File: src/rtl/i2c_hp_pkg.sv
package i2c_hp_pkg;

    localparam int BYTE_W      = 8;
    localparam int SYNC_STAGES = 2;

    // command bit positions in a host command write
    localparam int CMD_ACK_BIT = 0;
    localparam int CMD_TX_BIT  = 1;

    typedef enum logic [2:0] {
        ST_IDLE,
        ST_RX,
        ST_WAITLOW,
        ST_STALL,
        ST_ACK,
        ST_TX,
        ST_TXACK,
        ST_IGNORE
    } eng_state_e;

    typedef struct packed {
        logic stop_seen;
        logic master_nack;
        logic dir;
        logic addr_phase;
        logic byte_done;
    } hp_status_t;

    // open-drain: pulling the line low encodes a 0
    function automatic logic pull_for(input logic bit_val);
        return ~bit_val;
    endfunction

endpackage

File: src/rtl/i2c_hp_sync.sv
module i2c_hp_sync #(
    parameter int LINES  = 2,
    parameter int STAGES = i2c_hp_pkg::SYNC_STAGES
) (
    input  logic             clk,
    input  logic             rst,
    input  logic [LINES-1:0] d_i,
    output logic [LINES-1:0] q_o
);
    for (genvar g = 0; g < LINES; g++) begin : g_line
        logic [STAGES-1:0] chain;
        always_ff @(posedge clk) begin
            if (rst) chain <= '1;
            else     chain <= {chain[STAGES-2:0], d_i[g]};
        end
        assign q_o[g] = chain[STAGES-1];
    end
endmodule

File: src/rtl/i2c_hp_busmon.sv
module i2c_hp_busmon (
    input  logic clk,
    input  logic rst,
    input  logic scl_s,
    input  logic sda_s,
    output logic scl_rise,
    output logic scl_fall,
    output logic start_det,
    output logic stop_det
);
    logic scl_q, sda_q;

    always_ff @(posedge clk) begin
        if (rst) begin
            scl_q <= 1'b1;
            sda_q <= 1'b1;
        end else begin
            scl_q <= scl_s;
            sda_q <= sda_s;
        end
    end

    assign scl_rise  = scl_s & ~scl_q;
    assign scl_fall  = ~scl_s & scl_q;
    assign start_det = scl_s & scl_q & sda_q & ~sda_s;
    assign stop_det  = scl_s & scl_q & ~sda_q & sda_s;
endmodule

File: src/rtl/i2c_hp_hostif.sv
module i2c_hp_hostif #(
    parameter int BYTE_W = i2c_hp_pkg::BYTE_W
) (
    input  logic              clk,
    input  logic              rst,
    input  logic              host_we_i,
    input  logic              host_sel_i,
    input  logic [BYTE_W-1:0] host_wdata_i,
    output logic [BYTE_W-1:0] tx_data,
    output logic              cmd_we,
    output logic              cmd_ack,
    output logic              cmd_tx
);
    import i2c_hp_pkg::*;

    assign cmd_we = host_we_i & host_sel_i;

    always_ff @(posedge clk) begin
        if (rst) begin
            tx_data <= '0;
            cmd_ack <= 1'b0;
            cmd_tx  <= 1'b0;
        end else if (host_we_i) begin
            if (host_sel_i) begin
                cmd_ack <= host_wdata_i[CMD_ACK_BIT];
                cmd_tx  <= host_wdata_i[CMD_TX_BIT];
            end else begin
                tx_data <= host_wdata_i;
            end
        end
    end
endmodule

File: src/rtl/i2c_hp_engine.sv
module i2c_hp_engine #(
    parameter int BYTE_W = i2c_hp_pkg::BYTE_W
) (
    input  logic                   clk,
    input  logic                   rst,
    input  logic                   en_i,
    input  logic                   sda_s,
    input  logic                   scl_rise,
    input  logic                   scl_fall,
    input  logic                   start_det,
    input  logic                   stop_det,
    input  logic [BYTE_W-1:0]      tx_data,
    input  logic                   cmd_we,
    input  logic                   cmd_ack,
    input  logic                   cmd_tx,
    output logic                   scl_oe,
    output logic                   sda_oe,
    output logic [BYTE_W-1:0]      rx_data,
    output i2c_hp_pkg::hp_status_t status,
    output logic                   irq
);
    import i2c_hp_pkg::*;

    localparam int CNT_W = $clog2(BYTE_W);
    localparam logic [CNT_W-1:0] LAST_BIT = CNT_W'(BYTE_W - 1);

    eng_state_e        state;
    logic [CNT_W-1:0]  cnt;
    logic [BYTE_W-2:0] rx_sh;
    logic [BYTE_W-1:0] tx_sh;
    logic              in_tx;
    logic              next_tx;
    hp_status_t        st;

    always_ff @(posedge clk) begin
        if (rst || !en_i) begin
            state   <= ST_IDLE;
            cnt     <= '0;
            rx_sh   <= '0;
            tx_sh   <= '0;
            rx_data <= '0;
            st      <= '0;
            sda_oe  <= 1'b0;
            in_tx   <= 1'b0;
            next_tx <= 1'b0;
        end else begin
            // a host command services the pending byte event
            if (cmd_we) st.byte_done <= 1'b0;

            if (start_det) begin
                state         <= ST_RX;
                cnt           <= '0;
                st.addr_phase <= 1'b1;
                st.stop_seen  <= 1'b0;
                sda_oe        <= 1'b0;
                in_tx         <= 1'b0;
            end else if (stop_det) begin
                state        <= ST_IDLE;
                st.stop_seen <= 1'b1;
                sda_oe       <= 1'b0;
            end else begin
                case (state)
                    ST_RX: begin
                        if (scl_rise) begin
                            rx_sh <= {rx_sh[BYTE_W-3:0], sda_s};
                            if (cnt == LAST_BIT) begin
                                rx_data      <= {rx_sh, sda_s};
                                st.byte_done <= 1'b1;
                                if (st.addr_phase) st.dir <= sda_s;
                                state        <= ST_WAITLOW;
                            end else begin
                                cnt <= cnt + 1'b1;
                            end
                        end
                    end
                    ST_WAITLOW: begin
                        if (scl_fall) state <= ST_STALL;
                    end
                    ST_STALL: begin
                        if (!st.byte_done) begin
                            if (in_tx) begin
                                if (cmd_tx) begin
                                    state  <= ST_TX;
                                    tx_sh  <= tx_data;
                                    sda_oe <= pull_for(tx_data[BYTE_W-1]);
                                    cnt    <= '0;
                                end else begin
                                    state <= ST_IGNORE;
                                end
                            end else if (cmd_ack) begin
                                sda_oe  <= 1'b1;
                                next_tx <= cmd_tx;
                                state   <= ST_ACK;
                            end else begin
                                state <= ST_IGNORE;
                            end
                        end
                    end
                    ST_ACK: begin
                        if (scl_fall) begin
                            st.addr_phase <= 1'b0;
                            cnt           <= '0;
                            if (next_tx) begin
                                state  <= ST_TX;
                                in_tx  <= 1'b1;
                                tx_sh  <= tx_data;
                                sda_oe <= pull_for(tx_data[BYTE_W-1]);
                            end else begin
                                state  <= ST_RX;
                                sda_oe <= 1'b0;
                            end
                        end
                    end
                    ST_TX: begin
                        if (scl_fall) begin
                            if (cnt == LAST_BIT) begin
                                sda_oe <= 1'b0;
                                state  <= ST_TXACK;
                            end else begin
                                cnt    <= cnt + 1'b1;
                                tx_sh  <= {tx_sh[BYTE_W-2:0], 1'b0};
                                sda_oe <= pull_for(tx_sh[BYTE_W-2]);
                            end
                        end
                    end
                    ST_TXACK: begin
                        if (scl_rise) begin
                            st.master_nack <= sda_s;
                            st.byte_done   <= 1'b1;
                        end else if (scl_fall) begin
                            state <= st.master_nack ? ST_IGNORE : ST_STALL;
                        end
                    end
                    default: ;
                endcase
            end
        end
    end

    assign scl_oe = (state == ST_STALL) && st.byte_done;
    assign status = st;
    assign irq    = st.byte_done;
endmodule

File: src/rtl/i2c_hp_target.sv
module i2c_hp_target #(
    parameter int BYTE_W = i2c_hp_pkg::BYTE_W
) (
    input  logic              clk,
    input  logic              rst,
    input  logic              en_i,
    input  logic              scl_i,
    input  logic              sda_i,
    output logic              scl_oe_o,
    output logic              sda_oe_o,
    input  logic              host_we_i,
    input  logic              host_sel_i,
    input  logic [BYTE_W-1:0] host_wdata_i,
    output logic [BYTE_W-1:0] rx_data_o,
    output logic [4:0]        status_o,
    output logic              irq_o
);
    import i2c_hp_pkg::*;

    logic [1:0]        lines_s;
    logic              scl_rise, scl_fall, start_det, stop_det;
    logic [BYTE_W-1:0] tx_data;
    logic              cmd_we, cmd_ack, cmd_tx;
    hp_status_t        st;

    i2c_hp_sync #(.LINES(2), .STAGES(SYNC_STAGES)) u_sync (
        .clk (clk),
        .rst (rst),
        .d_i ({scl_i, sda_i}),
        .q_o (lines_s)
    );

    i2c_hp_busmon u_mon (
        .clk       (clk),
        .rst       (rst),
        .scl_s     (lines_s[1]),
        .sda_s     (lines_s[0]),
        .scl_rise  (scl_rise),
        .scl_fall  (scl_fall),
        .start_det (start_det),
        .stop_det  (stop_det)
    );

    i2c_hp_hostif #(.BYTE_W(BYTE_W)) u_host (
        .clk          (clk),
        .rst          (rst),
        .host_we_i    (host_we_i),
        .host_sel_i   (host_sel_i),
        .host_wdata_i (host_wdata_i),
        .tx_data      (tx_data),
        .cmd_we       (cmd_we),
        .cmd_ack      (cmd_ack),
        .cmd_tx       (cmd_tx)
    );

    i2c_hp_engine #(.BYTE_W(BYTE_W)) u_eng (
        .clk       (clk),
        .rst       (rst),
        .en_i      (en_i),
        .sda_s     (lines_s[0]),
        .scl_rise  (scl_rise),
        .scl_fall  (scl_fall),
        .start_det (start_det),
        .stop_det  (stop_det),
        .tx_data   (tx_data),
        .cmd_we    (cmd_we),
        .cmd_ack   (cmd_ack),
        .cmd_tx    (cmd_tx),
        .scl_oe    (scl_oe_o),
        .sda_oe    (sda_oe_o),
        .rx_data   (rx_data_o),
        .status    (st),
        .irq       (irq_o)
    );

    assign status_o = st;
endmodule

File: config.mk
export PLATFORM = sky130hd
export DESIGN_NAME = i2c_hp_target
export DESIGN_NICKNAME = d
export VERILOG_FILES = /design/src/rtl/i2c_hp_pkg.sv /design/src/rtl/i2c_hp_sync.sv /design/src/rtl/i2c_hp_busmon.sv /design/src/rtl/i2c_hp_hostif.sv /design/src/rtl/i2c_hp_engine.sv /design/src/rtl/i2c_hp_target.sv
export SDC_FILE = /design/constraint.sdc
export NUM_CORES = 1
export LEC_CHECK = 0
export ABC_AREA = 1
export CAP_MARGIN = 10
export CORE_AREA = 4 4 106 108
export CTS_BUF_LIST = sky130_fd_sc_hd__clkbuf_8
export DETAILED_ROUTE_END_ITERATION = 12
export DIE_AREA = 0 0 110 112
export PLACE_DENSITY = 0.49
export SYNTH_ARGS = -nofsm -noshare
export SYNTH_HDL_FRONTEND = slang
export SYNTH_HIERARCHICAL = 1
export SYNTH_SLANG_ARGS = --single-unit
File: constraint.sdc
create_clock -name clk -period 1.9 [get_ports clk]
set_input_delay 0.57 -clock clk [delete_from_list [all_inputs] [get_ports clk]]
set_output_delay 0.57 -clock clk [all_outputs]
set_load 0.01 [all_outputs]
==> results of run 1 <==
## area by class of cell
| cell class | count | area (um2) |
|---|---|---|
| fillers | 1101 | 7004 |
| multi-input cells | 261 | 1179 |
| flip-flops and latches | 52 | 1042 |
| repair buffers | 48 | 451.7 |
| inverters | 68 | 255.2 |
| well taps | 136 | 170.2 |
| clock buffers | 5 | 68.82 |
| clock inverters | 2 | 60.06 |
## Yosys cell counts (2+ instances only)
library cell  count
inv_1            61
nor2_1           96
nand3_1          29
buf_2             2
nor2_4            2
a21oi_1          13
ha_1              3
inv_2             6
nand2_1          74
buf_4             4
nand4_1           3
nor3_1            5
nand3_2           2
clkbuf_1          2
dfxtp_1          52
o21ai_0          27
## through the flow
| stage | hold slack, ns | instances | power (mW) | area [um2] | utilization |
|---|---|---|---|---|---|
| floorplan | 0.3865 | 390 | 1.350 | 2526 | - |
| global placement | 0.3908 | 564 | 1.440 | 3065 | 0.2996 |
| detailed placement | 0.3958 | 564 | 1.440 | 3065 | 0.2996 |
| CTS | 0.4188 | 571 | 2.323 | 3196 | 0.3123 |
| global route | 0.4293 | 572 | 2.418 | 3227 | 0.3154 |
| finish | 0.4147 | 572 | 2.296 | 3227 | 0.3154 |
## placed cells by master, fill, tap and decap left out, drive strengths merged, types with 2 or more instances in the layout
cell | Yosys | layout
nor2 | 99 | 99
clkbuf | 2 | 5
clkdlybuf4s50 | 0 | 27
nand3 | 31 | 31
dfxtp | 52 | 52
nand2 | 76 | 76
nor3 | 6 | 6
buf | 7 | 18
nand4 | 3 | 3
o21ai | 27 | 27
ha | 3 | 3
dlymetal6s2s | 0 | 2
a21oi | 14 | 14
inv | 67 | 67
bufinv | 0 | 2
## state kept, by name, summed over array words and instances (netlist names), 3 cells and up
name / cells
u_eng/rx_sh: 7
u_sync/g_line.chain: 4
u_eng/state: 3
u_eng/cnt: 3
u_eng/status: 4
u_eng/rx_data: 8
u_eng/tx_sh: 7
u_host/tx_data: 8
## cell families (layout without fill, tap and decap cells)
family,count (synthesis),count (layout),synth area share
AOI/OAI and AO/OA,43,43,0.08866
adders and majority gates,3,3,0.01486
DFF,52,52,0.4121
and+or+nand+nor,215,215,0.3601
buffers and inverters,77,123,0.1243
## power breakdown
part	internal (mW)	switching, mW	total, mW	leakage [nW]
sequential	1.12	0.0171	1.14	0.422
clock	0.519	0.357	0.875	0.0642
combinational	0.117	0.168	0.285	0.969
## layer usage
layer,vias to the layer above,GRT usage,routed length (um)
li1,1284,-,-
met1,990,0.1417,2901
met2,59,0.1590,2603
met3,6,0.01565,306
met4,0,0.03741,83
met5,-,0,0
## worst max path at each step
stage	end	slack, ns	from
5_1_grt	u_eng/status[2]	0.002	u_sync/g_line[0].chain[1]
6_report	status_o[3]	0.09	u_eng/status[3]
3_3_place_gp	u_eng/rx_data[3]	0.09	en_i
4_1_cts	status_o[0]	0.008	u_eng/irq
2_1_floorplan	u_eng/rx_data[7]	0.30	u_sync/g_line[1].chain[1]
3_5_place_dp	u_eng/rx_data[3]	0.1	en_i
## timing repair
action / 4_1_cts / 5_1_grt
endpoints found under the setup margin: 1 / 20
hold endpoints to repair: 0 / 0
resized for setup: 2 / 5
pin swaps: 0 / 1
buffers inserted: 0 / 1
==> results.cfg, run 1 <==
[setup_path]
r2r_setup_slack_ns = 0.20
r2r-start = u_sync/g_line[0].chain[1]
cp.depth = 1
r2r-end = u_eng/status[2]
cp.required_ns = 1.33
start_kind = register
critical_path.top_delay_family = buffers and inverters
slowest_delay_ns = 0.56
crit_type = register to output pin
cp.arrival_ns = 1.24
reg2reg_depth = 13
critPathBufInv = 1
crit_chain = clkdlybuf4s50_1
crit_slowest_cell = clkdlybuf4s50_1
cp-end-kind = output pin
path_max_fanout = 3

[global_route]
grt_usage = 0.1023
grt_max_degree = 25
grt_remaining_overflow = 0
antenna_found_initial = 0
grt_pass1_vias = 2237
grt_pass1_wl_um = 10360

[sta]
rsz0062_at_grt = no
post-route-period-util = 0.9528
setup_violations = 0
slew_headroom = 0.7766
drv_slew = 0
tightest_slew_ns = 0.3325
fmax_ghz = 0.5524
report.final.hold_viol_count = 0
fin_crit_ns = 1.810
worst_slack_ns = 0.08959
finalSetupTns_ns = 0
clock_skew_ns = 0.004450

[yosys]
synth_largest_area_cell = dfxtp_1
synthesis.nets = 408
synth-seq-cells = 52
synthFlopType = dfxtp_1
netlist_area_um2 = 2526
netlist_instances = 390
syn_avg_cell_area_um2 = 6.477
synth-async-reset-ratio = 0
ys_types = 25
yosysSeqAreaShare = 0.4121
synth_area_leaders = dfxtp_1, nor2_1, nand2_1, inv_1, nand3_1
yosys_warnings = 6
synth_edf_count = 0
yosysTopAreaCellShare = 0.4121

[layout]
nNetsFinal = 454
drive_gt1_frac = 0.1009
area_delta_synth_final_pct = 27.74
antenna_cells = 0

[clock_tree]
clockBufferDepth = 2
root_buffer = clkbuf_8
cts_made_buffers = 5
tritoncts = yes
cts_hold_buf = 0
cts_sinks = 52
path_clk_slew_ns = 0.09
htreeDepth = 2
clock_latency_ns = 0.30

[min_path]
min_path_type = register to register
hold_depth = 2
hold_start = u_sync/g_line[0].chain[0]
min_to = u_sync/g_line[0].chain[1]

[flow_run]
max-cap-violations = 0

[die]
die_x_um = 110
die_h_um = 112
fp.coreArea_um2 = 10230
rows = 37
die-area_um2 = 12320
start_util = 0.2469
num_io_pins = 31

[placed_design]
dp_hpwl_um = 4668
gp_congestion = 0.9185
numPortBuffers = 30
dp_slack_ns = 0.09660

[route]
firstDrtPassIters = 5
vias = 2339
drt-total-wl_um = 5895
drc = 0
routedWlPerCell_um = 10.31
vias_per_cell = 4.089
drt_iter0_drc = 88
final_antenna_net_count = 0

[pwr]
leakagePower_nw = 1.455
ir_worst_vdd_mv = 0.3400
power_density_nw_per_um2 = 711.5

[status]
outcome = complete, no violations
Power figures use the tool's default switching activity.
==> run 2, diff against run 1 <==
--- a/config.mk
+++ b/config.mk
@@ -12,6 +12,7 @@
 export DETAILED_ROUTE_END_ITERATION = 12
 export DIE_AREA = 0 0 110 112
 export PLACE_DENSITY = 0.49
+export SETUP_SLACK_MARGIN = 0.1
 export SYNTH_ARGS = -nofsm -noshare
 export SYNTH_HDL_FRONTEND = slang
 export SYNTH_HIERARCHICAL = 1
==> run 2 against run 1 <==
Die area is the same. Design area rose by 1.2%. Core utilization grew 0.39 points. Critical path depth is the same. Non-clock buffer count unchanged. Worst hold slack got worse by 0.0013 ns. First-iteration DRC count up 8.0%. Largest power group unchanged. Critical endpoint is now rx_data_o[2]. Via count is essentially flat. Flip-flop and latch count is the same. Combinational power about the same.
==> results.cfg, run 2 (synthesized netlist as in run 1, its figures left out) <==
[status]
outcome = complete, no violations

[pwr]
intPower_mw = 1.754
power_switching_mw = 0.5442
pwr-share-comb = 0.125
power_mw = 2.298
power_density_nw_per_um2 = 703.5
ir_worst_vdd_mv = 0.3373
leakagePower_nw = 1.566
p_clk_frac = 0.381
pwr-share-seq = 0.494
switching_share = 0.2368

[sta]
fmax_ghz = 0.5733
post-route-period-util = 0.9180
setup_violations = 0
worst_slack_ns = 0.1558
tightest_slew_ns = 0.3402
rsz0062_at_grt = yes
finalSetupTns_ns = 0
drv_slew = 0
whs_ns = 0.4134
fin_crit_ns = 1.744
clock_skew_ns = 0.003850
report.final.hold_viol_count = 0
slew_headroom = 0.7714

[route]
drt_iter0_drc = 95
drc = 0
vias_per_cell = 4.093
routedWlPerCell_um = 10.37
vias = 2341
firstDrtPassIters = 4
final_antenna_net_count = 0
drt-total-wl_um = 5929

[global_route]
grt-busiest-layer = met2
antenna_found_initial = 0
grt_max_degree = 25
met2_usage = 0.1590
grt_usage = 0.1023
grt_pass1_vias = 2237
met1_usage = 0.1417
grt_remaining_overflow = 0
met3_usage = 0.01565
grt_pass1_wl_um = 10360

[placed_design]
placed_cell_area_um2 = 3065
placedCellCount = 564
numPortBuffers = 30
dp_slack_ns = 0.09660
dp_hpwl_um = 4668
gp_congestion = 0.9185

[layout]
final_cell_count_no_fill = 572
fin_area_um2 = 3267
layout_common_cells = nor2_1, nand2_1, inv_1
fill_cells = 1104
area_delta_synth_final_pct = 29.32
drive_gt1_frac = 0.1216
nNetsFinal = 454
fin_util = 0.3193
layout_commonest_cell = nor2_1
largestRegisters = u_eng/rx_data: 8 flops, u_host/tx_data: 8 flops
antenna_cells = 0

[setup_path]
reg2reg_depth = 11
crit_chain = clkdlybuf4s50_1
critical_path.top_delay_family = buffers and inverters
cp.arrival_ns = 1.17
critPathBufInv = 1
slowest_delay_ns = 0.54
path_max_fanout = 2
crit_slowest_cell = clkdlybuf4s50_1
cp.required_ns = 1.33
setup.worst_path.start = u_eng/rx_data[2]
cp-end-kind = output pin
r2r-end = u_eng/rx_sh[1]
crit_type = register to output pin
r2r_setup_slack_ns = 0.27
cp.depth = 1
endpoint = rx_data_o[2]
start_kind = register
r2r-start = u_sync/g_line[0].chain[1]

[clock_tree]
path_clk_slew_ns = 0.09
clock_latency_ns = 0.30
htreeDepth = 2
root_buffer = clkbuf_8
cts_made_buffers = 5
clockBufferDepth = 2
cts_hold_buf = 0
cts_sinks = 52
tritoncts = yes

[flow_run]
max-cap-violations = 0

[min_path]
min_path_type = register to register

[die]
start_util = 0.2469
die-area_um2 = 12320
die_h_um = 112
rows = 37
num_io_pins = 31
die_x_um = 110
fp.coreArea_um2 = 10230
[run 2: cell count changes in the layout (fill, tap and decap cells not counted), sizes merged]
cell	change
clkdlybuf4s50	-9
dlygate4sd2	+2
dlymetal6s2s	+6
inv	-1
clkbuf	+1
clkinvlp	+1
[run 2: power by group through the flow]
stage                     Combinational [mW]  Sequential [mW]  Clock [mW]
after floorplan                        0.192             1.16           0
after global placement                 0.280             1.16           0
after global routing                   0.332             1.14       0.948
final                                  0.287             1.13       0.876
after detailed placement               0.279             1.16           0
after CTS                              0.280             1.14       0.907
[run 2: routing by layer]
layer / wire length (um) / vias to the layer above
met5: 0 / -
met1: 2930 / 992
met2: 2577 / 57
li1: - / 1283
met3: 285 / 9
met4: 135 / 0
[run 2: worst min path at each step]
stage | from | endpoint | slack, ns | depth (start not counted)
floorplan | u_sync/g_line[0].chain[0] | u_sync/g_line[0].chain[1] | 0.39 | 2
global placement | u_sync/g_line[0].chain[0] | u_sync/g_line[0].chain[1] | 0.39 | 2
detailed placement | u_sync/g_line[0].chain[0] | u_sync/g_line[0].chain[1] | 0.40 | 2
CTS | u_sync/g_line[0].chain[0] | u_sync/g_line[0].chain[1] | 0.42 | 2
global route | u_sync/g_line[0].chain[0] | u_sync/g_line[0].chain[1] | 0.43 | 2
finish | u_sync/g_line[0].chain[0] | u_sync/g_line[0].chain[1] | 0.41 | 2
[run 2: cell type report]
type	count	area, um2	share of cell area
clock buffers	5	68.82	0.02106
clock inverters	2	60.06	0.01838
inverters	68	259.0	0.07928
multi-input cells	261	1201	0.3677
flip-flops and latches	52	1045	0.3198
well taps	136	170.2	0.05209
repair buffers	48	462.9	0.1417
[run 2: what timing repair did]
action | 4_1_cts | 5_1_grt
gates resized for setup | 5 | 26
setup endpoints to repair | 6 | 36
pin swaps | 1 | 1
setup buffers | 0 | 1
